File: src/rtl/fmcw_ramp_pkg.sv
package fmcw_ramp_pkg;

    typedef enum logic [1:0] {
        ST_IDLE = 2'd0,
        ST_RUN  = 2'd1,
        ST_WAIT = 2'd2,
        ST_DONE = 2'd3
    } ramp_state_e;

    // advance selector encodings
    localparam logic [1:0] ADV_AUTO = 2'd0;
    localparam logic [1:0] ADV_TRGA = 2'd1;
    localparam logic [1:0] ADV_TRGB = 2'd2;
    localparam logic [1:0] ADV_TRGC = 2'd3;

endpackage

File: src/rtl/fmcw_ramp_step.sv
// One accumulation step: adds a sign-extended increment and saturates.
module fmcw_ramp_step #(
    parameter int INC_W = 30,
    parameter int ACC_W = 33
) (
    input  logic [ACC_W-1:0] acc_cur,
    input  logic [INC_W-1:0] inc,
    input  logic [ACC_W-1:0] lim_lo,
    input  logic [ACC_W-1:0] lim_hi,
    output logic [ACC_W-1:0] acc_nxt
);
    localparam int EXT_W = ACC_W + 1;

    logic signed [EXT_W-1:0] sum;
    logic signed [EXT_W-1:0] lo_x;
    logic signed [EXT_W-1:0] hi_x;

    assign sum  = $signed({acc_cur[ACC_W-1], acc_cur})
                + $signed({{(EXT_W-INC_W){inc[INC_W-1]}}, inc});
    assign lo_x = $signed({lim_lo[ACC_W-1], lim_lo});
    assign hi_x = $signed({lim_hi[ACC_W-1], lim_hi});

    always_comb begin
        if (sum > hi_x) begin
            acc_nxt = lim_hi;
        end else if (sum < lo_x) begin
            acc_nxt = lim_lo;
        end else begin
            acc_nxt = sum[ACC_W-1:0];
        end
    end
endmodule

File: src/rtl/fmcw_ramp_cmp.sv
// Direction-aware threshold crossing detector.
module fmcw_ramp_cmp #(
    parameter int ACC_W = 33
) (
    input  logic             active,
    input  logic             seg_en,
    input  logic             falling,
    input  logic [ACC_W-1:0] value,
    input  logic [ACC_W-1:0] thresh,
    output logic             hit
);
    logic above;
    logic below;

    assign above = $signed(value) > $signed(thresh);
    assign below = $signed(value) < $signed(thresh);
    assign hit   = active && seg_en && (falling ? below : above);
endmodule

File: src/rtl/fmcw_ramp_seq.sv
module fmcw_ramp_seq
    import fmcw_ramp_pkg::*;
#(
    parameter int NSEG   = 8,
    parameter int LEN_W  = 16,
    parameter int INC_W  = 30,
    parameter int ACC_W  = 33,
    parameter int RPT_W  = 13,
    parameter int FLAG_W = 2,
    parameter int IDX_W  = $clog2(NSEG)
) (
    input  logic                    clk,
    input  logic                    rst_n,
    input  logic                    enable,
    input  logic                    start,
    input  logic                    trig_a,
    input  logic                    trig_b,
    input  logic                    trig_c,
    input  logic [RPT_W-1:0]        repeat_cnt,
    input  logic [NSEG*INC_W-1:0]   seg_inc,
    input  logic [NSEG*LEN_W-1:0]   seg_len,
    input  logic [NSEG-1:0]         seg_dly,
    input  logic [NSEG*IDX_W-1:0]   seg_next,
    input  logic [NSEG*2-1:0]       seg_advsel,
    input  logic [NSEG-1:0]         seg_fl,
    input  logic [NSEG*FLAG_W-1:0]  seg_flag,
    input  logic [NSEG-1:0]         cmp0_mask,
    input  logic [NSEG-1:0]         cmp1_mask,
    input  logic [ACC_W-1:0]        cmp0_thr,
    input  logic [ACC_W-1:0]        cmp1_thr,
    input  logic [ACC_W-1:0]        lim_lo,
    input  logic [ACC_W-1:0]        lim_hi,
    output logic [ACC_W-1:0]        num_offset,
    output logic [IDX_W-1:0]        seg_idx,
    output logic                    busy,
    output logic                    fastlock,
    output logic [FLAG_W-1:0]       seg_flags,
    output logic                    cmp0_hit,
    output logic                    cmp1_hit,
    output logic                    done
);
    localparam int DUR_W  = LEN_W + 1;
    localparam int NCMP   = 2;

    ramp_state_e       state_q, state_d;
    logic [IDX_W-1:0]  seg_q, seg_d;
    logic [ACC_W-1:0]  acc_q, acc_d;
    logic [DUR_W-1:0]  cnt_q, cnt_d;
    logic [RPT_W-1:0]  pass_q, pass_d;
    logic [2:0]        trig_prev_q;

    // active segment fields
    logic [INC_W-1:0]  cur_inc;
    logic [LEN_W-1:0]  cur_len;
    logic [IDX_W-1:0]  cur_next;
    logic [1:0]        cur_adv;
    logic [FLAG_W-1:0] cur_flag;
    logic [DUR_W-1:0]  cur_dur;
    logic              seg_last;
    logic [ACC_W-1:0]  step_acc;
    logic [2:0]        trig_rise;
    logic              wake;
    logic              in_wait;
    logic              pass_end;
    logic              pattern_over;
    logic              do_adv;
    logic [NCMP-1:0]   hit;
    logic [ACC_W-1:0]  thr_sel  [NCMP];
    logic [NSEG-1:0]   mask_sel [NCMP];

    assign cur_inc  = seg_inc[int'(seg_q)*INC_W +: INC_W];
    assign cur_len  = seg_len[int'(seg_q)*LEN_W +: LEN_W];
    assign cur_next = seg_next[int'(seg_q)*IDX_W +: IDX_W];
    assign cur_adv  = seg_advsel[int'(seg_q)*2 +: 2];
    assign cur_flag = seg_flag[int'(seg_q)*FLAG_W +: FLAG_W];
    assign cur_dur  = seg_dly[seg_q] ? {cur_len, 1'b0} : {1'b0, cur_len};
    assign seg_last = (cur_dur == '0) || (cnt_q == cur_dur - DUR_W'(1));

    assign trig_rise = {trig_c, trig_b, trig_a} & ~trig_prev_q;
    assign in_wait   = (state_q == ST_WAIT);

    always_comb begin
        unique case (cur_adv)
            ADV_TRGA: wake = trig_rise[0];
            ADV_TRGB: wake = trig_rise[1];
            ADV_TRGC: wake = trig_rise[2];
            default:  wake = 1'b0;
        endcase
    end

    assign pass_end     = (cur_next == '0);
    assign pattern_over = pass_end && (repeat_cnt != '0)
                        && ((pass_q + 1'b1) == repeat_cnt);

    fmcw_ramp_step #(.INC_W(INC_W), .ACC_W(ACC_W)) u_step (
        .acc_cur (acc_q),
        .inc     (cur_inc),
        .lim_lo  (lim_lo),
        .lim_hi  (lim_hi),
        .acc_nxt (step_acc)
    );

    assign thr_sel[0]  = cmp0_thr;
    assign thr_sel[1]  = cmp1_thr;
    assign mask_sel[0] = cmp0_mask;
    assign mask_sel[1] = cmp1_mask;

    for (genvar g = 0; g < NCMP; g++) begin : g_cmp
        fmcw_ramp_cmp #(.ACC_W(ACC_W)) u_cmp (
            .active  (state_q != ST_IDLE),
            .seg_en  (mask_sel[g][seg_q]),
            .falling (cur_inc[INC_W-1]),
            .value   (acc_q),
            .thresh  (thr_sel[g]),
            .hit     (hit[g])
        );
    end

    // next-state and datapath decisions
    always_comb begin
        state_d = state_q;
        seg_d   = seg_q;
        acc_d   = acc_q;
        cnt_d   = cnt_q;
        pass_d  = pass_q;
        do_adv  = 1'b0;
        if (!enable) begin                      // stop
            state_d = ST_IDLE;
            seg_d   = '0;
            acc_d   = '0;
            cnt_d   = '0;
            pass_d  = '0;
        end else if (start) begin               // go
            state_d = ST_RUN;
            seg_d   = '0;
            acc_d   = '0;
            cnt_d   = '0;
            pass_d  = '0;
        end else begin
            unique case (state_q)
                ST_IDLE: ;
                ST_RUN: begin
                    acc_d = step_acc;
                    if (seg_last) begin
                        if (cur_adv == ADV_AUTO) begin
                            do_adv = 1'b1;      // seg_end_auto
                        end else begin
                            state_d = ST_WAIT;  // seg_end_wait
                        end
                    end else begin
                        cnt_d = cnt_q + 1'b1;
                    end
                end
                ST_WAIT: do_adv = wake;         // trig_hit
                ST_DONE: ;
                default: state_d = ST_IDLE;
            endcase
            if (do_adv) begin
                cnt_d = '0;
                if (pattern_over) begin
                    state_d = ST_DONE;          // pattern_end
                end else begin
                    state_d = ST_RUN;
                    seg_d   = cur_next;
                    if (pass_end) begin
                        pass_d = pass_q + 1'b1;
                    end
                end
            end
        end
    end

    // state register
    always_ff @(posedge clk or negedge rst_n) begin
        if (!rst_n) begin
            state_q     <= ST_IDLE;
            seg_q       <= '0;
            acc_q       <= '0;
            cnt_q       <= '0;
            pass_q      <= '0;
            trig_prev_q <= '0;
        end else begin
            state_q     <= state_d;
            seg_q       <= seg_d;
            acc_q       <= acc_d;
            cnt_q       <= cnt_d;
            pass_q      <= pass_d;
            trig_prev_q <= {trig_c, trig_b, trig_a};
        end
    end

    // outputs
    always_comb begin
        num_offset = acc_q;
        seg_idx    = seg_q;
        busy       = (state_q != ST_IDLE);
        done       = (state_q == ST_DONE);
        fastlock   = 1'b0;
        seg_flags  = '0;
        if (state_q == ST_RUN || state_q == ST_WAIT) begin
            fastlock  = seg_fl[seg_q];
            seg_flags = cur_flag;
        end
        cmp0_hit = hit[0];
        cmp1_hit = hit[1];
    end
endmodule


File: config.mk
export PLATFORM = sky130hd
export DESIGN_NAME = fmcw_ramp_seq
export DESIGN_NICKNAME = d
export VERILOG_FILES = /design/src/rtl/fmcw_ramp_pkg.sv /design/src/rtl/fmcw_ramp_step.sv /design/src/rtl/fmcw_ramp_cmp.sv /design/src/rtl/fmcw_ramp_seq.sv
export SDC_FILE = /design/constraint.sdc
export NUM_CORES = 1
export LEC_CHECK = 0
export BUFFER_PORTS_ARGS = -buffer_cell sky130_fd_sc_hd__buf_2
export CAP_MARGIN = 20
export CORE_AREA = 2 2 251 253
export CTS_BUF_LIST = sky130_fd_sc_hd__clkbuf_4 sky130_fd_sc_hd__clkbuf_8
export DETAILED_ROUTE_END_ITERATION = 8
export DIE_AREA = 0 0 253 255
export PLACE_DENSITY = 0.49
export SLEW_MARGIN = 20
export SYNTH_ARGS = -nofsm -noshare
export SYNTH_HDL_FRONTEND = slang
export SYNTH_SLANG_ARGS = --single-unit
File: constraint.sdc
create_clock -name clk -period 11.5 [get_ports clk]
set_clock_uncertainty 0.1 [all_clocks]
set_input_delay 0 -clock clk [delete_from_list [all_inputs] [get_ports clk]]
set_output_delay 0 -clock clk [all_outputs]
set_load 0.03 [all_outputs]
==> results of run 1 <==
worst max-delay path, delay by kind of cell, from the launching register on:
family          cells  cell delay (ps)
compound gates      8             2380
xor+xnor            1              130
fa+ha+maj           2              740
buf+inv             3             1610
flops               1              960
mux                 1              590
simple gates        9             2370
per-stage QoR:
stage          hold WS (ps)  total power, uW  instance area [um^2]  worst slack, ps
6_report               30.8             1260                 19300             2280
5_1_grt                34.7             1340                 19300             1680
4_1_cts                1.03             1270                 19200             2340
3_5_place_dp           -204              943                 18300             2920
3_3_place_gp           -203              932                 18300             3160
2_1_floorplan          -396              663                 14400             3100
final cells by class:
class / count / area [um^2]
Fill cell: 6716 / 42900
Multi-Input combinational cell: 1379 / 11600
Timing Repair Buffer: 727 / 4000
Sequential cell: 71 / 1790
Tap cell: 799 / 1000
Inverter: 159 / 597
Clock inverter: 7 / 143
Clock buffer: 9 / 124
Antenna cell: 15 / 37.5
worst max path at each step:
stage	startpoint	endpoint	slack (ps)	cells after the start
after detailed placement	seg_idx[0]	num_offset[0]	2920	23
after global routing	seg_idx[0]	num_offset[0]	1680	28
after CTS	seg_idx[0]	num_offset[0]	2340	24
after global placement	seg_idx[0]	num_offset[0]	3160	23
final	seg_idx[0]	num_offset[1]	2280	24
after floorplan	seg_idx[0]	num_offset[16]	3100	33
cells in the mapped netlist, types with 7 or more instances:
cell type | n | area share
o21a_1 | 28 | 0.015
nor4_1 | 16 | 0.0070
o21ai_0 | 60 | 0.021
clkbuf_1 | 49 | 0.013
nor3b_1 | 8 | 0.0042
ha_1 | 173 | 0.15
mux2i_1 | 58 | 0.040
nand2_1 | 183 | 0.048
or3_1 | 9 | 0.0039
nor3_1 | 19 | 0.0066
buf_1 | 7 | 0.0018
mux4_2 | 108 | 0.17
buf_2 | 9 | 0.0031
a21o_1 | 62 | 0.032
mux2_2 | 8 | 0.0063
xnor2_1 | 51 | 0.031
o211ai_1 | 34 | 0.018
and3_1 | 18 | 0.0078
inv_1 | 158 | 0.041
nand3b_1 | 8 | 0.0042
dfrtp_1 | 71 | 0.12
a21oi_1 | 108 | 0.038
nor2b_1 | 20 | 0.0087
o31ai_1 | 13 | 0.0068
nor2_1 | 87 | 0.023
buf_6 | 11 | 0.0086
xor2_1 | 30 | 0.018
o21ai_1 | 8 | 0.0028
nand3_1 | 35 | 0.012
a211oi_1 | 11 | 0.0058
or4_1 | 9 | 0.0047
nand4_1 | 35 | 0.015
nand2b_1 | 44 | 0.019
cell families after synthesis:
family	Yosys count	synth area share
AOI/OAI and AO/OA	415	0.194
xor gates and xnor gates	81	0.0494
adders and majority gates	174	0.152
buffers and inverters	240	0.0706
DFF	71	0.124
muxes	179	0.222
and+or+nand+nor	530	0.188
repair_timing:
item | CTS | global route
hold buffers | 63 | 0
endpoints found under the hold margin | 108 | 0
resized for setup | 0 | 0
registers in the layout, summed over array words and instances (netlist names):
register     count
num_offset      33
cnt_q           17
pass_q          13
seg_idx          3
trig_prev_q      3
state_q          2
power by group:
part	switching (uW)	internal, uW
clock	126	167
combinational	385	307
sequential	19.9	257
total	531	730
metal layers:
layer	vias to the layer above	track usage	part of all wire
met4	18	0.0832	0.033
met3	104	0.0475	0.078
met5	-	0	0.0015
met2	729	0.382	0.49
li1	7623	-	-
met1	7909	0.264	0.40
==> impl_metrics.ini, run 1 <==
[sta]
finalSetupTns_ps = 0
finalMaxSlewViolations = 0
max_freq_mhz = 108
setup_violations = 0
period_share = 0.802
fin_crit_ps = 9220
tightest_slew_ps = 1040
hold_violations = 0
slew_headroom = 0.286
rsz0062_at_grt = no

[floorplan]
initial_core_util = 0.231
dieArea_um2 = 64500
pin_count = 651
die_y_um = 255
die_width_um = 253
coreArea_um2 = 62200
fp-row-count = 92

[place]
dp_hpwl_mm = 63.5
port_buffers = 650
placed_cells = 3072
place_congestion = 0.955

[drt]
drtIter0Drc = 1080
vias = 16400
vias_per_cell = 5.17
drc = 0
drt_pass1_iterations = 6
wl_mm = 74.4
avgRoutedWirePerCell_um = 23.5
ant_nets = 0

[clock_tree]
worstSkewPairLatency_ps = 420
cts_made_buffers = 9
post_cts_buffers = 0
cts_tree = built
root_buffer = clkbuf_8
cts_sinks = 71
cts_max_level = 3
cts_buffer_depth = 2
clkTransAtPathRegs_ps = 90

[critical_path]
critPathArrivalTime_ps = 9440
slowest_stage = dfrtp_4
timing_worst_setup_path_type = reg -> reg
worstPathCellList = buf_12 > mux4_2 > nand2_1 > nand2_1 > ha_1 > a21o_1 > nor4_1 > nor2_1 > a221oi_1 > o21ai_0 > or2_2 > a21oi_1 > xnor2_1 > ha_1 > nand2b_1 > or4_1 > nand3b_1 > o31ai_4 > buf_4 > o21ai_0 > nand2_1 > o21ai_0 > dlygate4sd3_1 > a211oi_1
max_stage_delay_ps = 960
regToRegStartpoint = seg_idx[0]
r2r_end = num_offset[1]
cp.required_ps = 11720
endpoint_kind = flip-flop
rrSetupSlack_ps = 2280
reg2regPathDepth = 24
start_kind = flip-flop
path_max_fanout = 81

[hold_path]
hold_depth = 5
holdCritStartpoint = lim_lo[7]
min_path_type = in -> reg
min_to = num_offset[7]

[layout]
final_cell_mix = buf_2, nand2_1, ha_1
post_layout_nonfiller_instances = 3166
drive_above_1_share = 0.354
synthToLayoutAreaGrowth_pct = 34.3
layout.nets = 3129
post-route-util = 0.310
final_common_cell = buf_2

[power]
p_leak_uw = 0.00952
vdd_drop_max_mv = 0.0486
powerDensity_nw_per_um2 = 65.4

[global_route]
grt_pass1_wl_mm = 104
grt_pass1_vias = 16500
gr-total-overflow = 0
grt_max_degree = 82
grt_usage = 0.219
antenna_found_initial = 29

[outcome]
status = complete, no violations

[job]
maxCapViolCount = 0

[synthesis]
synth-seq-cells = 71
async_flop_share = 1.00
syn_area_per_cell_um2 = 8.49
synth_warnings = 0
synthFlopType = dfrtp_1
syn_nets = 2472
synth_cell_types = 92
syn_inst = 1690
yosysSeqAreaShare = 0.124
synth-edff-count = 0
netlist_area_um2 = 14400
Power figures use the tool's default switching activity.
==> run 2: changes to the inputs <==
clock period = 8.65 ns   (was 11.5 ns; I/O delays follow)
==> impl_metrics.ini, run 2 (synthesized netlist as in run 1, its figures left out) <==
[sta]
slew_headroom = 0.346
rsz0062_at_grt = no
fin_crit_ps = 8010
finalMaxSlewViolations = 0
hold_violations = 0
setup_violations = 0
setup_ws_ps = 638
max_freq_mhz = 125
finalSetupTns_ps = 0
hold_slack_ps = 46.9
period_share = 0.926
tightest_slew_ps = 956

[critical_path]
crit_start = seg_idx[0]
start_kind = flip-flop
worst-path-buf-inv = 3
regToRegStartpoint = seg_idx[0]
path_common_cell = nand2_1
slowest_stage = dfrtp_4
endpoint_kind = flip-flop
rrSetupSlack_ps = 640
r2r_end = num_offset[32]
path_max_fanout = 37
timing_worst_setup_path_type = reg -> reg
crit_family = simple AND/OR/NAND/NOR gates
reg2regPathDepth = 28
critPathArrivalTime_ps = 8200
crit_cells = 28
max_stage_delay_ps = 720
cp.required_ps = 8840

[floorplan]
coreArea_um2 = 62200
initial_core_util = 0.231
die_width_um = 253
die_y_um = 255
fp-row-count = 92
dieArea_um2 = 64500
pin_count = 651

[place]
placed_cells = 3081
dp_worst_setup_slack_ps = 812
place_congestion = 0.963
dp_hpwl_mm = 63.1
port_buffers = 650

[clock_tree]
worstSkewPairLatency_ps = 420
cts_buffer_depth = 2
clkTransAtPathRegs_ps = 90
root_buffer = clkbuf_8
cts_sinks = 71
cts_made_buffers = 9
cts_max_level = 3
cts_tree = built

[drt]
ant_nets = 0
avgRoutedWirePerCell_um = 23.4
vias_per_cell = 5.18
vias = 16400
wl_mm = 74.4
drt_pass1_iterations = 5
drc = 0
drtIter0Drc = 1046

[layout]
final_cell_mix = buf_2, nand2_1, ha_1
largest_register_ffs = 33
n_fill_cell = 6672
drive_above_1_share = 0.357
synthToLayoutAreaGrowth_pct = 34.6
post_layout_nonfiller_instances = 3171
final_common_cell = buf_2
seqCellArea_um2 = 1790
multi_input_area_um2 = 11600
layout.nets = 3139

[hold_path]
min_path_type = in -> reg
min_to = num_offset[20]
hold_depth = 5
holdCritStartpoint = lim_lo[20]

[power]
power_frac_comb = 0.578
sequentialPowerShare = 0.229
p_clk_frac = 0.193
vdd_drop_max_mv = 0.0883
p_int_uw = 901
powerDensity_nw_per_um2 = 83.0
switching_share = 0.438
p_leak_uw = 0.00955
power_switching_uw = 702
p_total_uw = 1600

[global_route]
gr-total-overflow = 0
antenna_found_initial = 28
grt_pass1_vias = 16500
grt_pass1_wl_mm = 104
grt_max_degree = 92
grt_usage = 0.219

[outcome]
status = complete, no violations

[job]
maxCapViolCount = 0
## run 2: layout make-up
class | count | area share
Timing Repair Buffer | 737 | 0.213
Multi-Input combinational cell | 1379 | 0.600
Sequential cell | 71 | 0.0925
Antenna cell | 10 | 0.00129
Tap cell | 799 | 0.0517
Clock buffer | 11 | 0.00783
Clock inverter | 5 | 0.00291
Inverter | 159 | 0.0309
## run 2: stage by stage
step | utilization | cell area (um^2)
2_1_floorplan | - | 14400
3_3_place_gp | 0.297 | 18400
3_5_place_dp | 0.297 | 18400
4_1_cts | 0.310 | 19300
5_1_grt | 0.311 | 19300
6_report | 0.311 | 19300
## run 2: power groups by stage
stage,registers [uW],logic [uW],clock network [uW]
detailed placement,373,887,0
floorplan,375,506,0
finish,367,928,309
CTS,367,925,322
global placement,373,871,0
global route,368,1020,330
## run 2: what timing repair did
action	in CTS	in global routing
endpoints found under the setup margin	0	23
setup buffers	0	1
hold buffers	63	0
gates resized for setup	0	1
endpoints found under the hold margin	108	0
## run 2: worst max-delay path by stage
stage / end / slack (ps)
after global placement: num_offset[32] / 1070
after detailed placement: num_offset[32] / 810
after global routing: num_offset[32] / 90
after floorplan: num_offset[16] / 250
final: num_offset[32] / 640
after CTS: num_offset[32] / 220
## run 2: per-layer routing
| metal | vias to the layer above | part of all wire | GRT usage |
|---|---|---|---|
| met5 | - | 0.0016 | 0 |
| met4 | 20 | 0.032 | 0.0740 |
| met3 | 121 | 0.074 | 0.0432 |
| met2 | 724 | 0.49 | 0.389 |
| met1 | 7914 | 0.40 | 0.265 |
| li1 | 7653 | - | - |
## run 2: tightest hold or removal path, delay by kind of cell
kind | cells | cell delay [ps]
AOI/OAI and AO/OA | 3 | 290
buffers and inverters | 2 | 210
